**config.mk**
```make
export PLATFORM = sky130hd
export DESIGN_NAME = irq_class_sel
export DESIGN_NICKNAME = d
export VERILOG_FILES = /design/src/rtl/intsel_pkg.sv /design/src/rtl/intsel_psw.sv /design/src/rtl/intsel_io_pick.sv /design/src/rtl/intsel_arb.sv /design/src/rtl/irq_class_sel.sv
export SDC_FILE = /design/constraint.sdc
export NUM_CORES = 1
export LEC_CHECK = 0
export CAP_MARGIN = 10
export CORE_MARGIN = 2
export CORE_UTILIZATION = 27
export DETAILED_ROUTE_END_ITERATION = 6
export PLACE_DENSITY = 0.85
export SLEW_MARGIN = 10
export SYNTH_ARGS = -nofsm -noshare
export SYNTH_HDL_FRONTEND = slang
export SYNTH_SLANG_ARGS = --single-unit
export TNS_END_PERCENT = 100
```
**constraint.sdc**
```tcl
create_clock -name clk -period 6 [get_ports clk]
set_input_delay 0.6 -clock clk [delete_from_list [all_inputs] [get_ports clk]]
set_output_delay 0.6 -clock clk [all_outputs]
set_load 0.03 [all_outputs]
```
**src/rtl/intsel_pkg.sv**
```systemverilog
package intsel_pkg;

    // One-hot interruption class
    typedef enum logic [2:0] {
        CLS_NONE = 3'b000,
        CLS_MCHK = 3'b001,
        CLS_EXT  = 3'b010,
        CLS_IO   = 3'b100
    } cls_e;

    // External sub-source
    typedef enum logic [1:0] {
        EXT_QUEUED = 2'd0,
        EXT_CLKCMP = 2'd1,
        EXT_CPUTMR = 2'd2
    } ext_src_e;

    localparam logic [15:0] CODE_QUEUED = 16'h0000;
    localparam logic [15:0] CODE_CLKCMP = 16'h1004;
    localparam logic [15:0] CODE_CPUTMR = 16'h1005;

    // PSW word bit positions (bit 0 = least significant)
    localparam int PSW_IO_BIT   = 57;
    localparam int PSW_EXT_BIT  = 56;
    localparam int PSW_MCHK_BIT = 50;
    localparam int PSW_WAIT_BIT = 49;
    localparam int PSW_CC_LSB   = 44;

    // Control word bit positions
    localparam int CR14_MCHK_BIT = 28;
    localparam int CR6_ISC0_BIT  = 31;

endpackage

```
**src/rtl/intsel_psw.sv**
```systemverilog
module intsel_psw
    import intsel_pkg::*;
(
    input  logic        clk,
    input  logic        rst_n,
    input  logic        load,
    input  logic [63:0] word,
    output logic        en_io,
    output logic        en_ext,
    output logic        en_mchk,
    output logic [1:0]  cc,
    output logic        halted
);

    typedef struct packed {
        logic       en_io;
        logic       en_ext;
        logic       en_mchk;
        logic       wait_f;
        logic [1:0] cc;
    } psw_st_t;

    psw_st_t st_d, st_q;

    always_comb begin
        st_d = st_q;
        if (load) begin
            st_d.en_io   = word[PSW_IO_BIT];
            st_d.en_ext  = word[PSW_EXT_BIT];
            st_d.en_mchk = word[PSW_MCHK_BIT];
            st_d.wait_f  = word[PSW_WAIT_BIT];
            st_d.cc      = word[PSW_CC_LSB +: 2];
        end
    end

    always_ff @(posedge clk or negedge rst_n) begin
        if (!rst_n) st_q <= '0;
        else        st_q <= st_d;
    end

    assign en_io   = st_q.en_io;
    assign en_ext  = st_q.en_ext;
    assign en_mchk = st_q.en_mchk;
    assign cc      = st_q.cc;
    assign halted  = st_q.wait_f & ~(st_q.en_io | st_q.en_ext | st_q.en_mchk);


    disabled_wait_chk: assert property (@(posedge clk) disable iff (!rst_n)
        (load && word[PSW_WAIT_BIT] && !word[PSW_IO_BIT] && !word[PSW_EXT_BIT]
         && !word[PSW_MCHK_BIT]) |=> halted);


    cc_load_chk: assert property (@(posedge clk) disable iff (!rst_n)
        load |=> (cc == $past(word[PSW_CC_LSB +: 2])));

endmodule

```
**src/rtl/intsel_io_pick.sv**
```systemverilog
module intsel_io_pick #(
    parameter int NUM_ISC = 8,
    localparam int ISC_W  = (NUM_ISC > 1) ? $clog2(NUM_ISC) : 1
) (
    input  logic               clk,
    input  logic               rst_n,
    input  logic [NUM_ISC-1:0] pend,
    input  logic [31:0]        cr6,
    output logic               found,
    output logic [ISC_W-1:0]   idx
);

    logic [NUM_ISC-1:0] elig;

    generate
        for (genvar g = 0; g < NUM_ISC; g++) begin : g_elig
            assign elig[g] = pend[g] & cr6[intsel_pkg::CR6_ISC0_BIT - g];
        end
    endgenerate

    always_comb begin
        idx = '0;
        for (int i = NUM_ISC - 1; i >= 0; i--) begin
            if (elig[i]) idx = ISC_W'(i);
        end
    end

    assign found = |elig;


    lowest_isc_chk: assert property (@(posedge clk) disable iff (!rst_n)
        found |-> (pend[idx] && cr6[intsel_pkg::CR6_ISC0_BIT - int'(idx)]
                   && ((elig & ((NUM_ISC'(1) << idx) - NUM_ISC'(1))) == '0)));

endmodule

```
**src/rtl/intsel_arb.sv**
```systemverilog
module intsel_arb
    import intsel_pkg::*;
(
    input  logic        take,
    input  logic        exc_busy,
    input  logic        en_mchk,
    input  logic        en_ext,
    input  logic        en_io,
    input  logic        mchk_p,
    input  logic        mchk_ok,
    input  logic        ext_p,
    input  logic        tod_p,
    input  logic        cpt_p,
    input  logic        io_found,
    output cls_e        cls,
    output ext_src_e    src,
    output logic [15:0] code
);

    always_comb begin
        cls = CLS_NONE;
        src = EXT_QUEUED;
        if (take && !exc_busy) begin
            if (en_mchk && mchk_p && mchk_ok) begin
                cls = CLS_MCHK;
            end else if (en_ext && (ext_p || tod_p || cpt_p)) begin
                cls = CLS_EXT;
                if (ext_p)      src = EXT_QUEUED;
                else if (tod_p) src = EXT_CLKCMP;
                else            src = EXT_CPUTMR;
            end else if (en_io && io_found) begin
                cls = CLS_IO;
            end
        end
    end

    always_comb begin
        unique case (src)
            EXT_CLKCMP: code = CODE_CLKCMP;
            EXT_CPUTMR: code = CODE_CPUTMR;
            default:    code = CODE_QUEUED;
        endcase
    end

endmodule

```
**src/rtl/irq_class_sel.sv**
```systemverilog
module irq_class_sel
    import intsel_pkg::*;
#(
    parameter int NUM_ISC = 8,
    localparam int ISC_W  = (NUM_ISC > 1) ? $clog2(NUM_ISC) : 1,
    localparam int PEND_W = NUM_ISC + 4
) (
    input  logic               clk,
    input  logic               rst_n,
    input  logic               set_mchk,
    input  logic               set_ext,
    input  logic               set_tod,
    input  logic               set_cpt,
    input  logic [NUM_ISC-1:0] set_io,
    input  logic               mchk_last,
    input  logic               ext_last,
    input  logic [NUM_ISC-1:0] io_last,
    input  logic               psw_load,
    input  logic [63:0]        psw_word,
    input  logic [31:0]        cr6_word,
    input  logic [31:0]        cr14_word,
    input  logic               exc_busy,
    input  logic               take,
    output logic               grant_valid,
    output logic [2:0]         grant_class,
    output logic [15:0]        ext_code,
    output logic [ISC_W-1:0]   io_isc,
    output logic [PEND_W-1:0]  pend_vec,
    output logic               int_req,
    output logic [1:0]         psw_cc,
    output logic               cpu_halted
);

    typedef struct packed {
        logic [NUM_ISC-1:0] io;
        logic               cpt;
        logic               tod;
        logic               ext;
        logic               mchk;
        logic               gvld;
        cls_e               gcls;
        logic [15:0]        gcode;
        logic [ISC_W-1:0]   gisc;
        logic               req;
    } sel_st_t;

    sel_st_t st_d, st_q;

    logic             en_io, en_ext, en_mchk;
    logic             io_found;
    logic [ISC_W-1:0] io_idx;
    cls_e             cls;
    ext_src_e         src;
    logic [15:0]      code;

    intsel_psw u_psw (
        .clk     (clk),
        .rst_n   (rst_n),
        .load    (psw_load),
        .word    (psw_word),
        .en_io   (en_io),
        .en_ext  (en_ext),
        .en_mchk (en_mchk),
        .cc      (psw_cc),
        .halted  (cpu_halted)
    );

    intsel_io_pick #(.NUM_ISC(NUM_ISC)) u_io_pick (
        .clk   (clk),
        .rst_n (rst_n),
        .pend  (st_q.io),
        .cr6   (cr6_word),
        .found (io_found),
        .idx   (io_idx)
    );

    intsel_arb u_arb (
        .take     (take),
        .exc_busy (exc_busy),
        .en_mchk  (en_mchk),
        .en_ext   (en_ext),
        .en_io    (en_io),
        .mchk_p   (st_q.mchk),
        .mchk_ok  (cr14_word[CR14_MCHK_BIT]),
        .ext_p    (st_q.ext),
        .tod_p    (st_q.tod),
        .cpt_p    (st_q.cpt),
        .io_found (io_found),
        .cls      (cls),
        .src      (src),
        .code     (code)
    );

    always_comb begin
        st_d       = st_q;
        st_d.gvld  = (cls != CLS_NONE);
        st_d.gcls  = cls;
        st_d.gcode = (cls == CLS_EXT) ? code : '0;
        st_d.gisc  = (cls == CLS_IO) ? io_idx : '0;

        // consume the granted source
        unique case (cls)
            CLS_MCHK: if (mchk_last) st_d.mchk = 1'b0;
            CLS_EXT: begin
                unique case (src)
                    EXT_QUEUED: if (ext_last) st_d.ext = 1'b0;
                    EXT_CLKCMP: st_d.tod = 1'b0;
                    default:    st_d.cpt = 1'b0;
                endcase
            end
            CLS_IO:  if (io_last[io_idx]) st_d.io[io_idx] = 1'b0;
            default: ;
        endcase

        // new requests win over a clear
        st_d.mchk = st_d.mchk | set_mchk;
        st_d.ext  = st_d.ext  | set_ext;
        st_d.tod  = st_d.tod  | set_tod;
        st_d.cpt  = st_d.cpt  | set_cpt;
        st_d.io   = st_d.io   | set_io;
        st_d.req  = st_d.mchk | st_d.ext | st_d.tod | st_d.cpt | (|st_d.io);
    end

    always_ff @(posedge clk or negedge rst_n) begin
        if (!rst_n) st_q <= '0;
        else        st_q <= st_d;
    end

    assign grant_valid = st_q.gvld;
    assign grant_class = st_q.gcls;
    assign ext_code    = st_q.gcode;
    assign io_isc      = st_q.gisc;
    assign pend_vec    = {st_q.io, st_q.cpt, st_q.tod, st_q.ext, st_q.mchk};
    assign int_req     = st_q.req;


    grant_onehot_chk: assert property (@(posedge clk) disable iff (!rst_n)
        grant_valid ? ($countones(grant_class) == 1) : (grant_class == 3'b000));


    busy_blocks_chk: assert property (@(posedge clk) disable iff (!rst_n)
        (exc_busy || !take) |=> !grant_valid);


    mchk_gate_chk: assert property (@(posedge clk) disable iff (!rst_n)
        (grant_valid && grant_class == CLS_MCHK) |-> $past(cr14_word[CR14_MCHK_BIT]));


    req_tracks_chk: assert property (@(posedge clk) disable iff (!rst_n)
        int_req == (pend_vec != '0));


    ext_code_chk: assert property (@(posedge clk) disable iff (!rst_n)
        (grant_valid && grant_class == CLS_EXT) |->
        (ext_code == CODE_QUEUED || ext_code == CODE_CLKCMP || ext_code == CODE_CPUTMR));


    ext_enable_chk: assert property (@(posedge clk) disable iff (!rst_n)
        (grant_valid && grant_class == CLS_EXT) |-> $past(en_ext));

endmodule

```
# Yosys cells after proc, flatten, opt, wreduce, memory -nomap -nowiden
# Index checks and enable logic that the tools add are counted.
dict set report classes {
  magnitude_cmp 2
  eq_ne 5
  muxes 33
  bitwise 23
  n_reduce_logical 14
}
# op n
set op_table {}
lappend op_table {{3-bit 2-to-1 mux} 14}
lappend op_table {{13-bit case mux with 2 select lines} 1}
lappend op_table {{16-bit 2-to-1 mux} 1}
lappend op_table {{8-bit 2-to-1 mux} 2}
lappend op_table {{8-bit OR reduction} 2}
lappend op_table {{2-bit 2-to-1 mux} 5}
lappend op_table {{1-bit OR} 10}
lappend op_table {{1-bit AND} 9}
lappend op_table {{8-bit AND} 1}
lappend op_table {{1-bit 2-to-1 mux} 8}
lappend op_table {{8-bit inverter} 1}
lappend op_table {{8-bit OR} 1}
lappend op_table {{1-bit logical AND} 6}
lappend op_table {{3-bit by 4-bit < comparator with 1-bit output (second input constant)} 1}
lappend op_table {{1-bit binary-select mux with 3-bit select} 1}
lappend op_table {{1-bit demux with 3-bit select} 1}
lappend op_table {{3-bit by 1-bit equality test with 1-bit output (second input constant)} 1}
lappend op_table {{3-bit by 2-bit equality test with 1-bit output (second input constant)} 1}
lappend op_table {{3-bit equality test (second input constant)} 1}
lappend op_table {{3-bit by 1-bit greater-or-equal comparator with 1-bit output (second input constant)} 1}
lappend op_table {{3-bit nonzero test} 1}
lappend op_table {{2-bit by 1-bit equality test with 1-bit output (second input constant)} 1}
lappend op_table {{2-bit equality test (second input constant)} 1}
lappend op_table {{2-bit logical NOT} 1}
lappend op_table {{4 further kinds} 5}
dict set report word_totals {
  regBits 42
  inputBits 155
}

# Depth between registers and ports, before layout
# Gate-level depths: netlist (run 1).
dict set report depth {
  depth_word 20
  depth_mapped 11
}

# Modules after synthesis
# Synthesis (run 1) repeated with hierarchy kept, for this count alone.
dict set report unflattened {
  hier_cells 164
  area_unflattened_um2 1970.6
}
# mod n_inst cells_per_inst area_each_um2 seq_area_each_um2
set modules_own_cells {}
lappend modules_own_cells {irq_class_sel 1 100 1345.0 900.9}
lappend modules_own_cells {intsel_psw 1 16 275.3 150.1}
lappend modules_own_cells {intsel_arb 1 29 225.2 0.0}
lappend modules_own_cells {intsel_io_pick 1 19 125.1 0.0}

# Worst setup path before layout (run 1)
# OpenSTA, ideal clock, no wires.
dict set report synth_path {
  path_type {input-to-reg}
  start {input exc_busy}
  end {register st_q, in the netlist int_req}
  setup_ps 139
  t_arrival_ps 2529
  required_time_ps 5861
  slack_ps 3332
  cell_stages 9
  cell_sequence {and2b_1 -> nand3_1 -> nor2_1 -> nand3b_1 -> ha_1 -> o31ai_1 -> or3b_2 -> nor4_1 -> nand4b_1}
}
# item line_no
set synth_rtl {}
lappend synth_rtl {{start, declared} irq_class_sel.sv:22} ;# input logic exc_busy,
lappend synth_rtl {{end signal, assigned} irq_class_sel.sv:126} ;# else st_q <= st_d;
lappend synth_rtl {{end, declared} irq_class_sel.sv:47} ;# sel_st_t st_d, st_q;

==> results of run 1 <==
## cells by family (layout without fill, tap and decap cells)
group | Yosys count | in the layout
other | 1 | 13
adder cells (fa/ha/maj) | 3 | 3
flip-flops | 28 | 28
buffers and inverters | 28 | 79
AO/OA/AOI/OAI | 27 | 27
AND/OR/NAND/NOR | 48 | 48
multiplexers | 7 | 7
## registers in the layout, summed over array words and instances (netlist names)
register       count
int_req            1
io_isc             3
u_psw.en_mchk      1
pend_vec          12
u_psw.st_q         1
ext_code           2
u_psw.en_io        1
grant_class        3
u_psw.en_ext       1
grant_valid        1
u_psw.cc           2
## final timing paths
path	from	slack (ns)	end	depth (start not counted)
min in group asynchronous	rst_n	0.69	io_isc[0]$_DFF_PN0_	2
max in group asynchronous	rst_n	5.05	ext_code[0]$_DFF_PN0_	2
worst max register to register	u_psw.en_mchk$_DFFE_PN0P_	3.31	int_req$_DFF_PN0_	9
worst min-delay path	u_psw.cc[1]$_DFFE_PN0P_	0.51	u_psw.cc[1]$_DFFE_PN0P_	1
worst max-delay path	exc_busy	2.85	int_req$_DFF_PN0_	10
worst min register to register	u_psw.cc[1]$_DFFE_PN0P_	0.51	u_psw.cc[1]$_DFFE_PN0P_	1
## cell usage in the layout, fill, tap and decap left out, types with 2 or more instances in the layout
cell type	count
a41oi_1	2
mux2_2	7
a21o_1	2
nand2_1	8
o31ai_1	2
nand4_1	2
nand4b_1	2
a22oi_1	4
nor4_2	2
conb_1	13
ha_1	3
a22o_1	3
nor2b_1	2
a31oi_1	4
inv_1	7
dfrtp_1	28
nor3_1	2
nand3_1	2
nor4b_1	2
o21ai_0	3
clkdlybuf4s50_1	67
clkbuf_8	3
nor2_1	9
nand2b_1	4
and2_1	2
## power by group through the flow
| stage | clock network, W | registers (W) | logic, W |
|---|---|---|---|
| after floorplan | 0 | 0.000206 | 0.0000443 |
| after global placement | 0 | 0.000203 | 0.0000830 |
| after detailed placement | 0 | 0.000203 | 0.0000839 |
| after CTS | 0.000151 | 0.000200 | 0.0000843 |
| after global routing | 0.000159 | 0.000201 | 0.0000895 |
| final | 0.000147 | 0.000200 | 0.0000838 |
## critical path: stages
cell,delay (ns)
clkdlybuf4s50_1,0.39
and2b_1,0.28
nand3_1,0.14
nor2_1,0.35
nand3b_1,0.20
ha_1,0.26
o31ai_1,0.30
or3b_2,0.48
nor4_1,0.17
nand4b_1,0.12
## per-stage QoR
stage	setup slack (ns)	area, um^2	hold WS [ns]	cells	utilization [%]
after floorplan	3.33	1540	0.304	154	-
after global placement	2.53	2160	0.484	273	39.7
after detailed placement	2.54	2160	0.495	273	39.7
after CTS	2.84	2230	0.518	277	41.0
after global routing	2.56	2230	0.528	277	41.0
final	2.85	2230	0.510	277	41.0
## metal layers
metal  wire length (um)  track usage (%)  up-vias  share of wire, %
li1                   -                -      603                 -
met1               1540             14.9      588                41
met2               1950             20.4       46                52
met3                174             1.49        8               4.6
met4                 99             6.84        0               2.6
met5                  0                0        -                 0
## cell type report
type	instances	share of cell area, %
sequential	28	31.4
timing repair buffer	68	30.4
multi-input combinational	98	29.7
tap	72	4.04
clock buffer	3	1.85
clock inverter	1	1.35
inverter	7	1.18
==> impl_metrics.csv, run 1 <==
group,metric,value,unit
timing,fin_setup_tns,0,ns
synth,yosys.cell_types.count,43,
clocking,insertion_delay,0.27,ns
route,vias_per_cell,4.49,
clocking,root_buffer,"clkbuf_8",
synth,synth_ff_type,"dfrtp_1",
route,first_pass_iters,4,
synth,avgSynthCellArea,10.5,um^2
finish,syn_to_final_growth,48.8,%
synth,ys_top_cells_by_count,"dfrtp_1 (28), buf_4 (20), nor2_1 (9)",
power,switching_power,0.000104,W
clocking,cts_num_sinks,28,
power,finalPower,0.000430,W
clocking,post-cts-setup-buffers,0,
worst_setup_path,arrival,3.29,ns
job,timing.max_cap.violations,0,
worst_setup_path,crit_fanout,6,
grt,first_global_vias,1241,
synth,synth_most_common_cell,"dfrtp_1",
grt,grt_pass1_wl,5740,um
finish,diodes,0,
timing,setup_viol,0,
clocking,cts.clk_slew.worst_paths,0.09,ns
power,powerDensity,193,nW/um^2
synth,synth_area_leaders,"dfrtp_1 (47%), buf_4 (10%), mux2_2 (5.3%)",
grt,overflow,0,
synth,yosys.area.top_type,"dfrtp_1",
worst_setup_path,worst_ep_required_time,6.14,ns
route,antenna_left,0,
grt,grt_max_degree,29,
worst_setup_path,cp-end-kind,"flop",
synth,synth-seq-area-share,46.8,%
floorplanning,fp.dieH,78.5,um
route,drt_iter0_markers,43,
finish,nFillCells,542,
synth,synthArstFlopShare,100,%
synth,synth_warnings,0,
synth,netlist_instances,142,
timing,clock_skew,0.00412,ns
power,comb_power_share,19.5,%
timing,finalCritPeriodShare,52.5,%
finish,layout.nets,364,
timing,hold_viol,0,
placement,portBuffers,67,
floorplanning,die_w,78.5,um
clocking,ctsResizeCount,0,
timing,drv_slew,0,
floorplanning,start_util,27.5,%
power,swShare,24.2,%
synth,synth_fa_ha_area_share,2.51,%
route,post-route-drc-count,0,
power,p_int,0.000326,W
route,wl_per_cell,13.6,um
timing,period_needed,3.15,ns
synth,synth_edf_count,0,
clocking,cts_buffer_depth,2,
worst_setup_path,path_class,"input port to flop",
clocking,tritoncts,"built",
timing,rsz0062_at_grt,"no",
worst_setup_path,critPathLaunchType,"input port",
placement,routabilityCongestion,0.820,
finish,drive_gt1_share,10.7,%
synth,postSynthRegisterBits,28,
power,seqPwrFrac,46.4,%
route,vias,1245,
synth,synthSimpleGateAreaFrac,19.7,%
power,p_leak,0.913,nW
floorplanning,num_rows,27,
floorplanning,die_area,6160,um^2
timing,maxClockFrequency,0.317,GHz
synth,synth_compound_area_share,13.5,%
power,vdd_drop_max,0.0891,mV
floorplanning,core,5440,um^2
finish,multi_input_area,662,um^2
worst_hold_path,min_path_type,"flop to flop",
synth,synthXorXnorAreaFrac,0,%
synth,synth_top_family_by_area,"simple AND/OR/NAND/NOR gates",
synth,synthMuxAreaShare,5.26,%
clocking,cts-buffers-inserted,3,
clocking,ctsHoldBuffers,0,
placement,hpwl,3110,um
finish,final-seq-area,701,um^2
power,pwr-share-clk,34.1,%
grt,grt_use_total,12.1,%
floorplanning,ioPinCount,194,
synth,syn-cell-area,1500,um^2
synth,synth_top_cell_area_share,46.8,%
run_status,status,"complete, no violations",
grt,antenna_found_initial,0,
route,wirelength,3770,um
clocking,htreeDepth,1,
Note: power is estimated with default switching activity, not from simulation.
==> run 2: changes to the inputs <==
CORE_UTILIZATION = 25   (was 27)
PLACE_DENSITY = 0.8   (was 0.85)
clock period = 2.92 ns   (was 6 ns; I/O delays follow)
==> impl_metrics.csv, run 2 (same netlist as run 1, synthesis figures left out) <==
group,metric,value,unit
run_status,status,"complete, no violations",
route,first_pass_iters,4,
timing,whs,0.391,ns
grt,antenna_found_initial,0,
placement,hpwl,3170,um
finish,largest_reg_flops,12,
timing,finalCritPeriodShare,90.9,%
timing,hold_viol,0,
finish,layout_commonest_cell,"clkdlybuf4s50_1",
route,vias,1242,
worst_setup_path,crit_fanout,4,
route,wirelength,3780,um
clocking,root_buffer,"clkbuf_8",
route,post-route-drc-count,0,
floorplanning,die_w,81.4,um
worst_setup_path,worstRegToRegCells,9,
placement,routabilityCongestion,0.831,
floorplanning,die_area,6630,um^2
job,timing.max_cap.violations,0,
placement,portBuffers,67,
clocking,cts-buffers-inserted,3,
route,antenna_left,0,
clocking,cts_buffer_depth,2,
worst_setup_path,path_cells,"clkdlybuf4s50_1 -> and2b_1 -> nand3_1 -> nor2_2 -> nand3b_1 -> ha_1 -> o31ai_2 -> or3b_2 -> nor4_1 -> nand4b_1",
floorplanning,num_rows,28,
finish,drive_gt1_share,13.8,%
worst_setup_path,reg2reg_to,"int_req$_DFF_PN0_",
finish,syn_to_final_growth,50.5,%
timing,period_needed,2.66,ns
finish,final_cell_mix,"clkdlybuf4s50_1 (67), dfrtp_1 (28), conb_1 (13)",
clocking,tritoncts,"built",
clocking,cts.clk_slew.worst_paths,0.09,ns
grt,first_global_vias,1231,
floorplanning,fp.dieH,81.4,um
timing,maxClockFrequency,0.377,GHz
grt,grt_max_degree,29,
clocking,htreeDepth,1,
worst_setup_path,cp-end-kind,"flop",
floorplanning,ioPinCount,194,
route,wl_per_cell,13.3,um
power,vdd_drop_max,0.154,mV
worst_setup_path,worst_ep_required_time,3.05,ns
finish,finalNonFillerCells,285,
grt,grt_use_total,11.1,%
route,drt_iter0_markers,46,
worst_setup_path,startpoint,"exc_busy",
power,p_leak,0.928,nW
power,finalPower,0.000787,W
power,powerDensity,349,nW/um^2
timing,setup_viol,0,
finish,diodes,0,
worst_setup_path,cpPeakStageDelay,0.48,ns
timing,clock_skew,0.00189,ns
route,vias_per_cell,4.36,
finish,layout.nets,370,
timing,drv_slew,0,
worst_setup_path,crit_end,"int_req$_DFF_PN0_",
worst_setup_path,reg2reg_from,"pend_vec[0]$_DFF_PN0_",
grt,overflow,0,
finish,nFillCells,571,
placement,dp.cells,282,
floorplanning,start_util,25.6,%
worst_setup_path,critPathLaunchType,"input port",
clocking,insertion_delay,0.26,ns
worst_hold_path,min_path_type,"input port to asynchronous set/reset pin",
worst_setup_path,ff2ff_setup_slack,0.43,ns
worst_setup_path,crit_slowest_cell,"or3b_2",
clocking,cts_num_sinks,28,
worst_setup_path,path_class,"input port to flop",
timing,rsz0062_at_grt,"no",
grt,grt_pass1_wl,5600,um
worst_setup_path,arrival,2.79,ns
clocking,post-cts-setup-buffers,0,
floorplanning,core,5850,um^2
-- run 2: changes by cell type in the layout (fill, tap and decap cells not counted) --
| cell | before | now |
|---|---|---|
| buf_4 | 1 | 7 |
| nor2_1 | 9 | 8 |
| bufinv_16 | 1 | 0 |
| o31ai_2 | 1 | 2 |
| nor2_2 | 0 | 1 |
| o31ai_1 | 2 | 1 |
-- run 2: stage by stage --
step | setup TNS [ns] | area [um^2] | setup slack, ns | util [%]
after floorplan | 0 | 1540 | 0.560 | -
after global placement | -0.119 | 2210 | -0.119 | 37.7
after detailed placement | -0.124 | 2210 | -0.124 | 37.7
after CTS | 0 | 2250 | 0.149 | 38.4
after global routing | 0 | 2250 | 0.0188 | 38.5
final | 0 | 2250 | 0.264 | 38.5
-- run 2: layer usage --
metal  track usage (%)  routed length, um  vias to the layer above
met5                 0                  0                        -
met4              5.93                 90                        0
met3              2.22                275                        6
met2              18.9               1920                       48
met1              13.0               1500                      570
li1                  -                  -                      618
-- run 2: worst min-delay path by stage --
stage / from / end
after floorplan: rst_n / ext_code[0]$_DFF_PN0_
after global placement: u_psw.cc[0]$_DFFE_PN0P_ / u_psw.cc[0]$_DFFE_PN0P_
after detailed placement: u_psw.st_q[2]$_DFFE_PN0P_ / u_psw.st_q[2]$_DFFE_PN0P_
after CTS: rst_n / io_isc[2]$_DFF_PN0_
after global routing: rst_n / io_isc[0]$_DFF_PN0_
final: rst_n / io_isc[0]$_DFF_PN0_
-- run 2: worst max-delay path, delay by kind of cell --
family	cells	cell delay [ns]
AO/OA/AOI/OAI	1	0.30
adder cells (fa/ha/maj)	1	0.27
buffers and inverters	1	0.42
AND/OR/NAND/NOR	7	1.51
-- run 2: layout make-up --
type / instances / area [um^2] / area share [%]
clock buffer: 3 / 41.3 / 1.83
inverter: 7 / 26.3 / 1.17
multi-input combinational: 98 / 669 / 29.7
sequential: 28 / 701 / 31.1
tap: 75 / 93.8 / 4.16
timing repair buffer: 74 / 723 / 32.1
-- run 2: power breakdown --
group          total (W)  internal (W)  switching (W)
logic           0.000178     0.0000910      0.0000867
clock network   0.000200     0.0000923       0.000108
registers       0.000409      0.000400     0.00000892
total           0.000787      0.000583       0.000204
-- run 2: repair_timing --
item | CTS | global route
hold buffers | 0 | 0
endpoints found under the setup margin | 0 | 1
gates resized for setup | 0 | 2
==> run 3: changes to the inputs <==
SETUP_SLACK_MARGIN = 0.3   (was not set)
==> impl_metrics.csv, run 3 (same netlist as run 1, synthesis figures left out) <==
group,metric,value,unit
finish,drive_gt1_share,17.3,%
floorplanning,ioPinCount,194,
placement,hpwl,3170,um
floorplanning,die_area,6630,um^2
timing,finalCritPeriodShare,85.4,%
finish,finalNonFillerCells,289,
worst_setup_path,crit_slowest_cell,"dfrtp_1",
placement,routabilityCongestion,0.831,
worst_setup_path,crit_fanout,6,
timing,rsz0062_at_grt,"no",
grt,grt_use_total,11.3,%
grt,grt_pass1_wl,5680,um
clocking,tritoncts,"built",
clocking,insertion_delay,0.26,ns
finish,multi_input_area,711,um^2
grt,antenna_found_initial,0,
timing,setup_viol,0,
route,drt_iter0_markers,48,
finish,diodes,0,
worst_setup_path,path_cells,"nor3_1 -> nor2_4 -> nand3b_1 -> inv_1 -> ha_2 -> o31ai_4 -> or3b_4 -> nor4_4 -> nand4b_1",
placement,portBuffers,67,
route,vias,1270,
timing,hold_viol,0,
route,wirelength,3870,um
floorplanning,num_rows,28,
worst_setup_path,crit_buf_inv,1,
floorplanning,fp.dieH,81.4,um
grt,overflow,0,
route,post-route-drc-count,0,
timing,drv_slew,0,
clocking,cts_buffer_depth,2,
clocking,htreeDepth,1,
power,powerDensity,341,nW/um^2
finish,layout.nets,374,
timing,clock_skew,0.00267,ns
worst_setup_path,worst_ep_required_time,3.05,ns
clocking,root_buffer,"clkbuf_8",
power,vdd_drop_max,0.156,mV
finish,syn_to_final_growth,55.5,%
power,finalPower,0.000794,W
timing,period_needed,2.49,ns
floorplanning,start_util,25.6,%
worst_setup_path,cpLargestDelayFamily,"simple AND/OR/NAND/NOR gates",
route,first_pass_iters,4,
grt,grt_max_degree,29,
clocking,cts_num_sinks,28,
clocking,cts-buffers-inserted,3,
clocking,cts.clk_slew.worst_paths,0.09,ns
worst_hold_path,min_path_type,"input port to asynchronous set/reset pin",
placement,dp.cells,282,
grt,first_global_vias,1235,
worst_setup_path,path_class,"flop to flop",
clocking,ctsHoldBuffers,0,
timing,setup_slack,0.428,ns
finish,final_cell_mix,"clkdlybuf4s50_1 (66), dfrtp_1 (28), conb_1 (13)",
finish,nFillCells,564,
job,timing.max_cap.violations,0,
run_status,status,"complete, no violations",
timing,maxClockFrequency,0.401,GHz
worst_setup_path,critPathLaunchType,"flop",
power,p_leak,0.976,nW
placement,pre_cts_ws,-0.124,ns
worst_setup_path,cpPeakStageDelay,0.46,ns
route,vias_per_cell,4.39,
floorplanning,die_w,81.4,um
finish,final-seq-area,701,um^2
finish,layout_commonest_cell,"clkdlybuf4s50_1",
worst_setup_path,arrival,2.62,ns
finish,largest_reg_flops,12,
floorplanning,core,5850,um^2
route,antenna_left,0,
route,wl_per_cell,13.4,um
worst_setup_path,cp-end-kind,"flop",
## run 3: worst paths after layout
kind                                            from                        end  slack [ns]  depth (start not counted)
hold / removal                                 rst_n        io_isc[0]$_DFF_PN0_        0.39                          2
setup reg to reg               pend_vec[1]$_DFF_PN0_          int_req$_DFF_PN0_        0.43                          9
min in group clk           u_psw.st_q[2]$_DFFE_PN0P_  u_psw.st_q[2]$_DFFE_PN0P_        0.52                          1
setup / recovery               pend_vec[1]$_DFF_PN0_          int_req$_DFF_PN0_        0.43                          9
max in group asynchronous                      rst_n    u_psw.cc[0]$_DFFE_PN0P_        2.27                          2
hold reg to reg            u_psw.st_q[2]$_DFFE_PN0P_  u_psw.st_q[2]$_DFFE_PN0P_        0.52                          1
## run 3: metal layers
layer	up-vias	share of wire (%)	track usage [%]
met1	585	39	13.2
met3	6	7.4	2.22
met2	57	51	19.3
met5	-	0	0
met4	0	2.3	5.93
li1	622	-	-
## run 3: layout make-up
| type | count | area share (%) |
|---|---|---|
| multi-input cells | 98 | 30.5 |
| flip-flops and latches | 28 | 30.1 |
| clock buffers | 3 | 1.77 |
| repair buffers | 78 | 32.5 |
| well taps | 75 | 4.03 |
| inverters | 7 | 1.13 |
## run 3: stage by stage
stage	instance area, um^2	hold slack (ns)	utilization (%)	TNS, ns
finish	2330	0.390	39.8	0
global route	2330	0.419	39.8	0
CTS	2270	0.409	38.7	0
detailed placement	2210	0.503	37.7	-0.124
global placement	2210	0.487	37.7	-0.119
floorplan	1540	-0.00359	-	0
## run 3: power by group
group / switching (W) / total (W) / internal, W
logic: 0.0000897 / 0.000184 / 0.0000943
clock network: 0.000108 / 0.000200 / 0.0000923
registers: 0.00000934 / 0.000410 / 0.000400
total: 0.000207 / 0.000794 / 0.000587
## run 3: timing repair
action,4_1_cts,5_1_grt
resized for setup,4,7
pin swaps,0,4
setup endpoints to repair,1,1
buffers inserted,0,4
## run 3: worst reg2reg max path: stages (launching register included)
cell,delay (ns)
dfrtp_1,0.46
nor3_1,0.36
nor2_4,0.09
nand3b_1,0.15
inv_1,0.07
ha_2,0.21
o31ai_4,0.25
or3b_4,0.42
nor4_4,0.25
nand4b_1,0.12
